### src/rtl/pq_pkg.sv
package pq_pkg;

    typedef enum logic [1:0] {
        PQ_OP_PERSIST = 2'b00,
        PQ_OP_BARRIER = 2'b01,
        PQ_OP_STRAND  = 2'b10,
        PQ_OP_NOP     = 2'b11
    } pq_op_e;

endpackage

### src/rtl/pq_slot_alloc.sv
module pq_slot_alloc #(
    parameter int DEPTH = 8,
    localparam int TAGW = $clog2(DEPTH)
) (
    input  logic [DEPTH-1:0] busy,
    output logic             has_free,
    output logic [TAGW-1:0]  free_tag
);

    // Lowest-numbered free slot wins.
    always_comb begin
        has_free = 1'b0;
        free_tag = '0;
        for (int i = DEPTH - 1; i >= 0; i--) begin
            if (!busy[i]) begin
                has_free = 1'b1;
                free_tag = TAGW'(i);
            end
        end
    end

endmodule

### src/rtl/pq_dep_calc.sv
module pq_dep_calc #(
    parameter int DEPTH = 8,
    parameter int AW    = 16
) (
    input  logic [DEPTH-1:0]         live,
    input  logic [DEPTH-1:0]         in_strand,
    input  logic [DEPTH-1:0]         in_epoch,
    input  logic [DEPTH-1:0][AW-1:0] ent_addr,
    input  logic [AW-1:0]            new_addr,
    output logic [DEPTH-1:0]         dep_mask
);

    logic [DEPTH-1:0] addr_hit;
    logic [DEPTH-1:0] epoch_pred;

    // An incoming persist waits on a live entry of its own strand that lies
    // behind a barrier, or on any live entry that writes the same address.
    for (genvar g = 0; g < DEPTH; g++) begin : g_ent
        assign addr_hit[g]   = (ent_addr[g] == new_addr);
        assign epoch_pred[g] = in_strand[g] & ~in_epoch[g];
        assign dep_mask[g]   = live[g] & (epoch_pred[g] | addr_hit[g]);
    end

endmodule

### src/rtl/pq_issue_sel.sv
module pq_issue_sel #(
    parameter int DEPTH   = 8,
    parameter int MAX_OUT = 4,
    localparam int TAGW   = $clog2(DEPTH),
    localparam int CNTW   = $clog2(DEPTH + 1)
) (
    input  logic                        clk,
    input  logic                        rst_n,
    input  logic [DEPTH-1:0]            valid,
    input  logic [DEPTH-1:0]            issued,
    input  logic [DEPTH-1:0]            blocked,
    input  logic [DEPTH-1:0][DEPTH-1:0] older,
    output logic                        fire,
    output logic [TAGW-1:0]             tag
);

    logic [DEPTH-1:0] eligible;
    logic [DEPTH-1:0] grant;
    logic [CNTW-1:0]  outstanding;
    logic             allow;

    assign eligible = valid & ~issued & ~blocked;

    // Entry g is granted when no eligible entry is older than it.
    for (genvar g = 0; g < DEPTH; g++) begin : g_age
        assign grant[g] = eligible[g] & ~(|(eligible & older[g]));
    end

    always_comb begin
        outstanding = '0;
        for (int i = 0; i < DEPTH; i++) begin
            outstanding = outstanding + CNTW'(valid[i] & issued[i]);
        end
    end

    assign allow = (outstanding < CNTW'(MAX_OUT));
    assign fire  = allow & (|grant);

    always_comb begin
        tag = '0;
        for (int i = 0; i < DEPTH; i++) begin
            if (grant[i]) tag = TAGW'(i);
        end
    end


    grant_onehot_chk: assert property (@(posedge clk) disable iff (!rst_n)
        $onehot0(grant));


    outstanding_cap_chk: assert property (@(posedge clk) disable iff (!rst_n)
        outstanding <= CNTW'(MAX_OUT));

endmodule

### src/rtl/persist_order_queue.sv
module persist_order_queue
    import pq_pkg::*;
#(
    parameter int DEPTH   = 8,
    parameter int AW      = 16,
    parameter int DW      = 32,
    parameter int MAX_OUT = 4,
    localparam int TAGW   = $clog2(DEPTH)
) (
    input  logic            clk,
    input  logic            rst_n,
    input  logic            cmd_valid,
    output logic            cmd_ready,
    input  logic [1:0]      cmd_op,
    input  logic [AW-1:0]   cmd_addr,
    input  logic [DW-1:0]   cmd_data,
    output logic            mem_req_valid,
    output logic [TAGW-1:0] mem_req_tag,
    output logic [AW-1:0]   mem_req_addr,
    output logic [DW-1:0]   mem_req_data,
    input  logic            mem_ack_valid,
    input  logic [TAGW-1:0] mem_ack_tag
);

    typedef struct packed {
        logic [DEPTH-1:0]            valid;
        logic [DEPTH-1:0]            issued;
        logic [DEPTH-1:0]            in_strand;  // belongs to the current strand
        logic [DEPTH-1:0]            in_epoch;   // no barrier since it arrived
        logic [DEPTH-1:0][DEPTH-1:0] dep;        // dep[i][j]: i waits on j
        logic [DEPTH-1:0][DEPTH-1:0] older;      // older[i][j]: j arrived before i
        logic [DEPTH-1:0][AW-1:0]    addr;
        logic [DEPTH-1:0][DW-1:0]    data;
    } pq_state_t;

    pq_state_t        s_d, s_q;
    pq_op_e           op;
    logic             accept;
    logic             has_free;
    logic [TAGW-1:0]  alloc_tag;
    logic [DEPTH-1:0] ack_mask;
    logic [DEPTH-1:0] live;
    logic [DEPTH-1:0] new_dep;
    logic [DEPTH-1:0] blocked;
    logic             iss_fire;
    logic [TAGW-1:0]  iss_tag;

    assign op     = pq_op_e'(cmd_op);
    assign accept = cmd_valid & cmd_ready;

    always_comb begin
        ack_mask = '0;
        if (mem_ack_valid) ack_mask[mem_ack_tag] = 1'b1;
    end

    assign live = s_q.valid & ~ack_mask;

    for (genvar g = 0; g < DEPTH; g++) begin : g_blk
        assign blocked[g] = |s_q.dep[g];
    end

    pq_slot_alloc #(.DEPTH(DEPTH)) u_alloc (
        .busy     (s_q.valid),
        .has_free (has_free),
        .free_tag (alloc_tag)
    );

    pq_dep_calc #(.DEPTH(DEPTH), .AW(AW)) u_dep (
        .live      (live),
        .in_strand (s_q.in_strand),
        .in_epoch  (s_q.in_epoch),
        .ent_addr  (s_q.addr),
        .new_addr  (cmd_addr),
        .dep_mask  (new_dep)
    );

    pq_issue_sel #(.DEPTH(DEPTH), .MAX_OUT(MAX_OUT)) u_sel (
        .clk     (clk),
        .rst_n   (rst_n),
        .valid   (s_q.valid),
        .issued  (s_q.issued),
        .blocked (blocked),
        .older   (s_q.older),
        .fire    (iss_fire),
        .tag     (iss_tag)
    );

    assign cmd_ready     = has_free;
    assign mem_req_valid = iss_fire;
    assign mem_req_tag   = iss_tag;
    assign mem_req_addr  = s_q.addr[iss_tag];
    assign mem_req_data  = s_q.data[iss_tag];

    always_comb begin
        s_d = s_q;
        // Retire: free the slot and drop every reference to it.
        if (mem_ack_valid) begin
            s_d.valid[mem_ack_tag]  = 1'b0;
            s_d.issued[mem_ack_tag] = 1'b0;
            for (int i = 0; i < DEPTH; i++) begin
                s_d.dep[i][mem_ack_tag]   = 1'b0;
                s_d.older[i][mem_ack_tag] = 1'b0;
            end
        end
        if (iss_fire) s_d.issued[iss_tag] = 1'b1;
        if (accept) begin
            unique case (op)
                PQ_OP_PERSIST: begin
                    s_d.valid[alloc_tag]     = 1'b1;
                    s_d.issued[alloc_tag]    = 1'b0;
                    s_d.in_strand[alloc_tag] = 1'b1;
                    s_d.in_epoch[alloc_tag]  = 1'b1;
                    s_d.addr[alloc_tag]      = cmd_addr;
                    s_d.data[alloc_tag]      = cmd_data;
                    s_d.dep[alloc_tag]       = new_dep;
                    s_d.older[alloc_tag]     = live;
                end
                PQ_OP_BARRIER: s_d.in_epoch = '0;
                PQ_OP_STRAND: begin
                    s_d.in_strand = '0;
                    s_d.in_epoch  = '0;
                end
                default: ;
            endcase
        end
    end

    always_ff @(posedge clk) begin
        if (!rst_n) s_q <= '0;
        else        s_q <= s_d;
    end

    // Checking aids: remember the most recent acknowledgement.
    logic            ack_seen_q;
    logic [TAGW-1:0] ack_tag_q;
    logic [DEPTH-1:0] dep_col;

    always_ff @(posedge clk) begin
        if (!rst_n) begin
            ack_seen_q <= 1'b0;
            ack_tag_q  <= '0;
        end else begin
            ack_seen_q <= mem_ack_valid;
            ack_tag_q  <= mem_ack_tag;
        end
    end

    always_comb begin
        for (int i = 0; i < DEPTH; i++) dep_col[i] = s_q.dep[i][ack_tag_q];
    end


    dep_release_chk: assert property (@(posedge clk) disable iff (!rst_n)
        ack_seen_q |-> (dep_col == '0));


    retire_chk: assert property (@(posedge clk) disable iff (!rst_n)
        ack_seen_q |-> !s_q.valid[ack_tag_q]);


    full_hold_chk: assert property (@(posedge clk) disable iff (!rst_n)
        (cmd_valid && !cmd_ready) |=> ($countones(s_q.valid) <= $past($countones(s_q.valid))));


    fresh_tag_chk: assert property (@(posedge clk) disable iff (!rst_n)
        mem_req_valid |-> (s_q.valid[mem_req_tag] && !s_q.issued[mem_req_tag]));

endmodule

### config.mk
export PLATFORM = sky130hd
export DESIGN_NAME = persist_order_queue
export DESIGN_NICKNAME = d
export VERILOG_FILES = /design/src/rtl/pq_pkg.sv /design/src/rtl/pq_slot_alloc.sv /design/src/rtl/pq_dep_calc.sv /design/src/rtl/pq_issue_sel.sv /design/src/rtl/persist_order_queue.sv
export SDC_FILE = /design/constraint.sdc
export NUM_CORES = 1
export LEC_CHECK = 0
export BUFFER_PORTS_ARGS = -buffer_cell sky130_fd_sc_hd__clkbuf_2
export CORE_AREA = 2 2 211 213
export CTS_CLUSTER_SIZE = 25
export DETAILED_ROUTE_END_ITERATION = 10
export DIE_AREA = 0 0 213 215
export PLACE_DENSITY_LB_ADDON = 0.15
export SYNTH_ARGS = -nofsm -noshare
export SYNTH_HDL_FRONTEND = slang
export SYNTH_SLANG_ARGS = --single-unit
### constraint.sdc
create_clock -name clk -period 6.3 [get_ports clk]
set_clock_uncertainty 0.15 [all_clocks]
set_input_delay 0.63 -clock clk [delete_from_list [all_inputs] [get_ports clk]]
set_output_delay 0.63 -clock clk [all_outputs]
set_load 0.01 [all_outputs]
==> impl.org, run 1 <==
** Synth
- Of the synthesized area, sequential elements account for 42.14%.
- Counting every net in the synthesized netlist gives 3287.
- Post-synthesis instance total :: 3222
- Among all flip-flop cells after synthesis, the most frequent one is dfxtp_1.
- Number of enable-type register cells in the synthesized netlist :: 0
- After synthesis, the netlist uses 75 different library cells.
- Async SR Flop Fraction :: 0%
- Yosys printed 0 warnings.
- Number of flip-flops and latches in the synthesized netlist :: 544
- In this run the mean area of a mapped cell was 8.020 µm².
- After synthesis the cells add up to 25840 µm².

** Placement
- Quantity of I/O buffers inserted on ports :: between 100 and 150
- At the end of routability-driven placement, the weighted congestion stood at 1.006.
- Once detailed placement completed, the half-perimeter wirelength came to 51250 µm.
- Once placement finished, the instance area stood at roughly 26000 µm².

** Clocking
- The number of setup buffers added after CTS is 0.
- The clock passes through at most 3 buffers.
- For the worst-skew pair, the clock arrives at the later sink with an insertion delay of 0.63 ns.
- Clock Sink Count :: approximately 540
- Maximum level of the CTS H-tree :: 2
- TritonCTS Buffers :: 56
- The number of hold buffers added after CTS was 0.
- Post-CTS sizing :: 0
- Clock tree from TritonCTS :: done
- Clock-pin slew was measured on the worst setup and hold paths at 0.06 ns.
- Root buffer selected by CTS :: clkbuf_16

** Setup path
- Ordered cell list for the critical path :: nor4b_2, and3_1, a32oi_1, and4_1, or2_4, nor3_4, buf_12, a2bb2oi_1, mux2i_1, clkbuf_2
- R2R setup slack :: 2.36 ns
- Total stage count of the critical path :: 10
- Worst Path Max Fanout :: 77
- In this run the critical register-to-register path is launched from s_q[539].
- Bufs and invs on worst path :: 2
- The worst register-to-register path has a depth of 9.
- The endpoint identified for the worst register-to-register timing path is s_q[534].
- Worst Path Arrival :: 4.94 ns
- On the worst path, the slowest cell contributes a delay of 0.89 ns.
- For the worst setup path, the data required time is approximately 5.5 ns.
- Critical Setup Path Class :: flip-flop to output port
- Startpoint Class :: flip-flop
- The slowest stage of the critical path belongs to the cell nor4b_2.
- Endpoint kind of the worst setup timing path :: output port
- Cell family with the largest share of critical-path delay :: simple AND/OR/NAND/NOR gates

** STA
- After layout, the worst path uses about nine tenths of the clock period.
- The max-slew violation count came to 0.
- Subtracting the final worst setup slack from the clock period gives 5.725 ns.
- In this run the tightest slew margin relative to its limit is 15.48%.
- For the final routed database, the setup TNS stands at 0 ns.
- Unrepaired setup endpoints after global routing :: no
- Final setup viols :: 0
- For the pin with the worst max-slew slack, the measured transition is 1.268 ns.
- The count of endpoints failing hold in the final timing report came to 0.
- Highest clock rate :: 174.7 MHz
- Across all hold checks on the routed design, the worst slack comes to 0.1889 ns.

** Floorplan
- Once the floorplan was initialized, standard cells occupied 59.21% of the core.
- In this run the core area contains 77 standard-cell rows.
- Die outline area :: 45800 µm²
- The die is roughly 220 µm tall.
- Number of top-level pins :: 110
- The core region is around 44000 µm².
- Die Width :: around 210 µm

** Power
- Power per cell area :: approximately 260 nW/µm²
- For this design the static power due to leakage is 0.009920 µW.
- Max IR drop VDD :: ~320 µV
- Post-layout total power :: 7232 µW

** Layout
- After the last flow step, the layout net total stands at 3198.
- Final design instance area without fill :: 28230 µm²
- Area growth from synthesis to layout :: 9.263%
- Cells with a size suffix above 1 make up 9.122% of the layout.
- Counting the fill cells in the layout gives 3740.

** Route
- For this run, the detailed router's first-pass iteration total came to 5.
- Dividing the detail-routed wire length by the instance count gives 22.37 µm.
- For this block, the via count after detailed routing is 23420.
- After detailed routing, the number of vias per cell comes to 6.204.
- For this block, the initial DRC count from the detailed router was 2650.
- Routed WL :: 84430 µm
- Number of nets with antenna violations after routing :: 0
- For this run, design rule violations remaining after detail routing come to 0.

** GRT
- Sum of overflow across all layers after global routing :: 0
- Pin count of the biggest net entering global routing :: 190
- The number of antenna violations at the first check in global routing is 4.
- The first global-routing pass estimated 129500 µm of wire.
- The via count of the first global-routing pass was 22140.
- Global routing used 36.37% of the available tracks across all layers.

** Outcome
- The run finished with clean final reports.

** Hold path
- In this run the most critical hold path is launched from cmd_data[3].
- Cell count of the worst hold path :: 3
- Worst hold-check path type :: input pin to flip-flop

** Flow run
- Max-capacitance violation count :: 0
## through the flow
step / util (%) / instances / worst slack (ns)
floorplan: - / 3222 / 2.545
global placement: 60.25 / 3667 / 1.389
detailed placement: 60.25 / 3667 / 1.296
CTS: 64.67 / 3771 / 0.6254
global route: 64.69 / 3774 / 0.3942
finish: 64.69 / 3775 / 0.5751
## tightest hold or removal path: stages
cell,delay [ns]
clkbuf_2,0.15
nand2_1,0.07
a21boi_0,0.06
## cell usage after synthesis (all sizes together) (2+ instances only)
library cell / instances / area (µm²)
nand2: 946 / 3551
dfxtp: 544 / 10890
a21boi: 394 / 2958
clkbuf: 220 / 834.5
nor2: 188 / 705.7
xor2: 128 / 1121
a221oi: 97 / 849.6
a2bb2oi: 94 / 823.3
buf: 80 / 495.5
a21oi: 76 / 380.4
nand3: 59 / 295.3
o21ai: 54 / 274.0
nor4: 48 / 340.3
mux2i: 47 / 470.5
and2: 35 / 219.0
nand4: 32 / 200.2
inv: 20 / 75.07
and3: 17 / 106.4
nor3b: 13 / 97.59
nand2b: 11 / 68.82
a22oi: 10 / 75.07
nor3: 10 / 61.31
o22ai: 9 / 56.30
nor4b: 8 / 116.4
a22o: 6 / 52.55
nor2b: 6 / 37.54
a211oi: 5 / 37.54
a32oi: 5 / 43.79
and4: 5 / 43.79
ha: 5 / 62.56
nand4b: 5 / 43.79
or2: 4 / 25.02
or4: 4 / 33.78
a2111oi: 3 / 45.05
fa: 3 / 60.06
o21a: 3 / 22.52
o2bb2ai: 3 / 26.28
a311o: 2 / 20.02
o2111ai: 2 / 17.52
o21ba: 2 / 20.02
or3: 2 / 17.52
or4b: 2 / 23.77
## power breakdown
part	internal, µW	switching, µW
clock	2010	1430
sequential	3450	11.3
combinational	112	213
## cells in the final DEF, fill, tap and decap left out, drive strengths merged, types with 5 or more instances in the layout
cell type | Yosys | final
nor4b | 8 | 8
a22o | 6 | 6
nand2b | 11 | 11
and2 | 35 | 35
nor3 | 10 | 10
a21oi | 76 | 76
nand4 | 32 | 32
a221oi | 97 | 97
nor2 | 188 | 188
a32oi | 5 | 5
o21ai | 54 | 54
nor3b | 13 | 13
buf | 80 | 45
a2bb2oi | 94 | 94
and4 | 5 | 5
mux2i | 47 | 47
a211oi | 5 | 5
inv | 20 | 21
and3 | 17 | 17
xor2 | 128 | 128
nand4b | 5 | 5
nand2 | 946 | 946
a21boi | 394 | 394
nor4 | 48 | 48
clkbuf | 220 | 197
clkinv | 0 | 10
nand3 | 59 | 59
a22oi | 10 | 10
dfxtp | 544 | 544
ha | 5 | 5
nor2b | 6 | 6
o22ai | 9 | 9
## final cells by class
class | instances | area (µm²) | area share, %
tap | 592 | 740.7 | 2.623
antenna | 4 | 10.01 | 0.03545
inverter | 20 | 75.07 | 0.2659
sequential | 544 | 10890 | 38.57
multi-input combinational | 2358 | 13680 | 48.45
timing repair buffer | 153 | 910.9 | 3.226
clock inverter | 15 | 192.7 | 0.6824
clock buffer | 89 | 1735 | 6.146
## kinds of logic after synthesis
group	share of synthesized area, %
buffers and inverters	5.437
and+or+nand+nor	23.32
adders and majority gates	0.4745
muxes	1.864
DFF	42.14
xor gates and xnor gates	4.338
AOI/OAI and AO/OA	22.42
## metal layers
metal / global-route usage (%) / part of all wire, % / vias to the layer above
met4: 11.59 / 2.8 / 0
met2: 57.54 / 46 / 1181
li1: - / - / 10790
met3: 6.313 / 9.5 / 168
met1: 50.40 / 42 / 11290
met5: 0 / 0 / -
## worst max-delay path by stage
| stage | startpoint | end | slack (ns) |
|---|---|---|---|
| 6_report | s_q[539] | mem_req_addr[2] | 0.58 |
| 5_1_grt | s_q[539] | mem_req_addr[2] | 0.39 |
| 4_1_cts | s_q[539] | mem_req_addr[2] | 0.63 |
| 2_1_floorplan | s_q[537] | mem_req_data[10] | 2.55 |
| 3_3_place_gp | s_q[539] | mem_req_addr[2] | 1.39 |
| 3_5_place_dp | s_q[539] | mem_req_addr[2] | 1.30 |
Power figures use the tool's default switching activity.
==> inputs of run 2 (changes only) <==
--- a/config.mk
+++ b/config.mk
@@ -6,11 +6,12 @@
 export NUM_CORES = 1
 export LEC_CHECK = 0
 export BUFFER_PORTS_ARGS = -buffer_cell sky130_fd_sc_hd__clkbuf_2
-export CORE_AREA = 2 2 211 213
+export CORE_AREA = 2 2 216 218
 export CTS_CLUSTER_SIZE = 25
 export DETAILED_ROUTE_END_ITERATION = 10
-export DIE_AREA = 0 0 213 215
+export DIE_AREA = 0 0 218 220
 export PLACE_DENSITY_LB_ADDON = 0.15
 export SYNTH_ARGS = -nofsm -noshare
 export SYNTH_HDL_FRONTEND = slang
+export SYNTH_HIERARCHICAL = 1
 export SYNTH_SLANG_ARGS = --single-unit
==> run 2 against run 1 <==
  * Combinational power grew 18%
  * Sequential share of layout area shrank 0.66 points
  * Global-route usage shrank 1.7 points
  * Critical path depth grew 2
  * Area after synthesis grew 4.7%
  * Die area grew 4.7%
  * Via count grew 9.3%
  * Synthesized cell count grew 2.1%
  * First-iteration DRC count grew 14%
  * Wire length grew 1.7%
  * Sequential power is essentially flat
  * Register-to-register slack lost 0.47 ns
  * Critical path type unchanged
  * Highest routed layer unchanged
==> impl.org, run 2 <==
** Floorplan
- The die height came to 220 µm (+2.3%).
- The horizontal die dimension is 218 µm (+2.3%).
- The initial cell density of the core is 58.99% (-0.22 points).
- Number of top-level pins :: 110 (unchanged)
- Std cell rows :: 79 (+2.6%)
- The die outline area is 47960 µm² (+4.7%).
- The placeable core region was 45860 µm² (+5.1%).

** Synth
- Synth unique cells :: 65 (-13%)
- The total nets after synthesis was 3356 (+2.1%).
- Number of flip-flops and latches in the synthesized netlist :: 544 (unchanged)
- The synthesized netlist cell count came to 3290 (+2.1%).
- dfxtp_1 is the most common cell in the netlist.
- In the post-synthesis netlist, the biggest area contributors are dfxtp_1 (40%), a21oi_1 (9.8%), nand3_1 (9.5%).
- The post-synth design cell area came to 27060 µm² (+4.7%).
- Number of enable-type register cells in the synthesized netlist :: 0 (unchanged)
- Of all cell types, the one taking the most synthesized area is dfxtp_1.
- The share of the synthesized area in the top cell type is 40.25% (-1.9 points).
- The post-synthesis async set-or-reset flop share is 0% (unchanged).
- Post-synthesis sequential area ratio :: 40.25% (-1.9 points)
- Flip-flop cell with the highest count after synthesis :: dfxtp_1
- The mean area per synthesized cell was 8.224 µm² (+2.5%).
- The number of warnings reported in the yosys synthesis log was 6 (+6).
- Counting instances in the post-synthesis netlist gives the leading cell types as dfxtp_1 (544), a21oi_1 (531), nand3_1 (515).

** Clocking
- The tree is rooted in a clkbuf_16.
- TritonCTS built the clock tree.
- The buffer count from post-CTS setup fixing is 0 (unchanged).
- The post-CTS resize count was 0 (unchanged).
- Clock-pin slew reported for the worst setup and hold paths after clock tree synthesis :: 0.06 ns (about the same)
- The total number of clock tree sinks is 544 (unchanged).
- Maximum level of the CTS H-tree :: 2 (unchanged)
- Maximum buffer depth of the clock tree :: 3 (unchanged)
- The clock latency of the later-clocked register in the worst-skew pair was 0.63 ns (about the same).
- The number of hold buffers added after cts is 0 (unchanged).
- The number of buffers created by CTS came to 57 (+1.8%).

** STA
- Setup repair after global routing left no endpoint under its margin.
- Setup ws final :: 0.5003 ns (-0.07475 ns)
- The worst slew margin relative to its limit was 19.36% (+3.9 points).
- The count of endpoints failing hold in the final timing report is 0 (unchanged).
- The max-slew violation count was 0 (unchanged).
- Final setup viols :: 0 (unchanged)
- Post-route clock period utilization :: 92.06% (+1.2 points)
- The pin slew with the least headroom to its limit was 1.210 ns (-0.05813 ns).
- The post-layout minimum cycle time came to 5.800 ns (+0.07475 ns).
- The maximum frequency from static timing analysis was 172.4 MHz (-1.3%).
- Setup total negative slack :: 0 ns (unchanged)

** Route
- The first-pass iteration count of the detailed router was 6 (+1).
- Average routed wire per standard cell :: 23.03 µm (+3.0%)
- The average via count per standard cell is 6.863 (+11%).
- Routed WL :: 85890 µm (+1.7%)
- Number of DRC violations after detailed routing :: 0 (unchanged)
- The number of nets with antenna violations after routing is 0 (unchanged).
- Number of vias in the routed layout :: 25590 (+9.3%)
- The number of violations reported at the end of detailed-routing iteration 0 was 3017 (+14%).

** Setup path
- Slowest-stage cell, CP :: nor2b_4
- The critical path in this run is classified as flip-flop to output port.
- The worst register-to-register path begins at s_q[479].
- Ordered cell list for the critical path :: nor4_1, nand2_1, or4b_1, a2111oi_2, and3_1, nand2b_1, a31o_4, nor2b_4, buf_12, a22oi_1, o211ai_1, clkbuf_2
- Worst Path Arrival :: 5.02 ns (+0.08 ns)
- The critical path starts at s_q[479].
- The required arrival time at the worst endpoint is 5.52 ns (about the same).
- Startpoint Class :: flip-flop
- Crit path largest cell delay :: 0.74 ns (-0.15 ns)
- Endpoint kind of the worst setup timing path :: output port
- Worst Path Max Fanout :: 33 (-57%)

** Layout
- The library cell used most frequently in the layout, excluding fill and tap cells, is dfxtp_1.
- Final design instance area without fill :: 28720 µm² (+1.7%)
- Most used cells in the layout excluding fill and tap cells :: dfxtp_1 (544), a21oi_1 (531), nand3_1 (515)
- The layout cell share with drive strength beyond 1 is 13.77% (+4.7 points).
- The total number of nets in the final design came to 3143 (-1.7%).
- From synthesis to final layout, the design area changed by 6.164%.
- The count of inserted antenna diode cells was 0 (-4).

** Flow run
- Max-capacitance violation count :: 0 (unchanged)

** Hold path
- The worst hold path begins at cmd_data[12].
- The min-delay analysis places its worst path in the category input pin to flip-flop.

** Placement
- The instance area at placement was 26790 µm² (+1.9%).
- The post-DP HPWL came to 47580 µm (-7.2%).
- Quantity of I/O buffers inserted on ports :: 109 (unchanged)
- Worst slack at placement :: 1.272 ns (-0.02321 ns)
- The routability congestion estimate came to 0.9021 (-10%).

** Power
- The sum of internal, switching and leakage power came to 7348 µW (+1.6%).
- Power per cell area :: 255.8 nW/µm² (-0.13%)
- The leakage power was 0.009519 µW (-4.0%).
- The highest ir drop seen on vdd came to 194.0 µV (-39%).

** GRT
- The number of antenna violations at the first check in global routing came to 0 (-4).
- The total congestion overflow is 0 (unchanged).
- Via count of the first global-routing pass :: 23930 (+8.1%)
- The largest net degree at the start of global routing came to 200 (+5.3%).
- First-pass GRT wire length :: 134600 µm (+3.9%)
- The total track usage came to 34.66% (-1.7 points).

** Outcome
- The run finished with clean final reports.
run 2: layer usage:
metal,vias to the layer above,GRT usage (%),routed length [µm]
met5,-,0,0
met4,0,14.17,3099
met3,225,5.135,7019
met2,1309,54.96,39870
met1,12530,47.33,35900
li1,11530,-,-
run 2: final timing paths:
kind | cells after the start | slack (ns) | end
setup reg to reg | 11 | 1.89 | s_q[531]
setup / recovery | 12 | 0.50 | mem_req_data[7]
hold / removal | 3 | 0.18 | flip-flop
hold reg to reg | 2 | 0.31 | s_q[513]
run 2: layout make-up:
type / instances / area [µm²]
Fill cell: 3994 / 17140
Multi-Input combinational cell: 2306 / 14100
Sequential cell: 544 / 10890
Clock buffer: 75 / 1604
Timing Repair Buffer: 151 / 973.4
Tap cell: 607 / 759.5
Clock inverter: 29 / 327.8
Inverter: 17 / 71.32
run 2: critical path, delay by kind of cell (launching register included):
kind                   cells  cell delay, ns
AO/OA/AOI/OAI              4            1.17
buffers and inverters      2            0.53
flip-flops                 1            0.32
AND/OR/NAND/NOR            6            2.36
run 2: cell families after synthesis:
| group | Yosys count | share of synthesized area [%] |
|---|---|---|
| xor gates and xnor gates | 128 | 4.144 |
| and+or+nand+nor | 784 | 15.57 |
| AOI/OAI and AO/OA | 1241 | 25.58 |
| adders and majority gates | 9 | 0.4717 |
| buffers and inverters | 440 | 8.014 |
| muxes | 144 | 5.975 |
| DFF | 544 | 40.25 |
run 2: through the flow:
| step | utilization, % | std cells | hold slack [ns] |
|---|---|---|---|
| floorplan | - | 3290 | 0.2780 |
| global placement | 58.42 | 3625 | 0.2884 |
| detailed placement | 58.42 | 3625 | 0.3003 |
| CTS | 62.63 | 3729 | 0.1696 |
| global route | 62.63 | 3729 | 0.1943 |
| finish | 62.63 | 3729 | 0.1846 |
run 2: report_power, final:
part           switching [µW]  leakage, µW  total (µW)  internal (µW)
Sequential               11.3      0.00438        3460           3450
Clock                    1460     0.000968        3500           2040
Combinational             299      0.00417         383           83.8
Total                    1770      0.00952        7350           5580
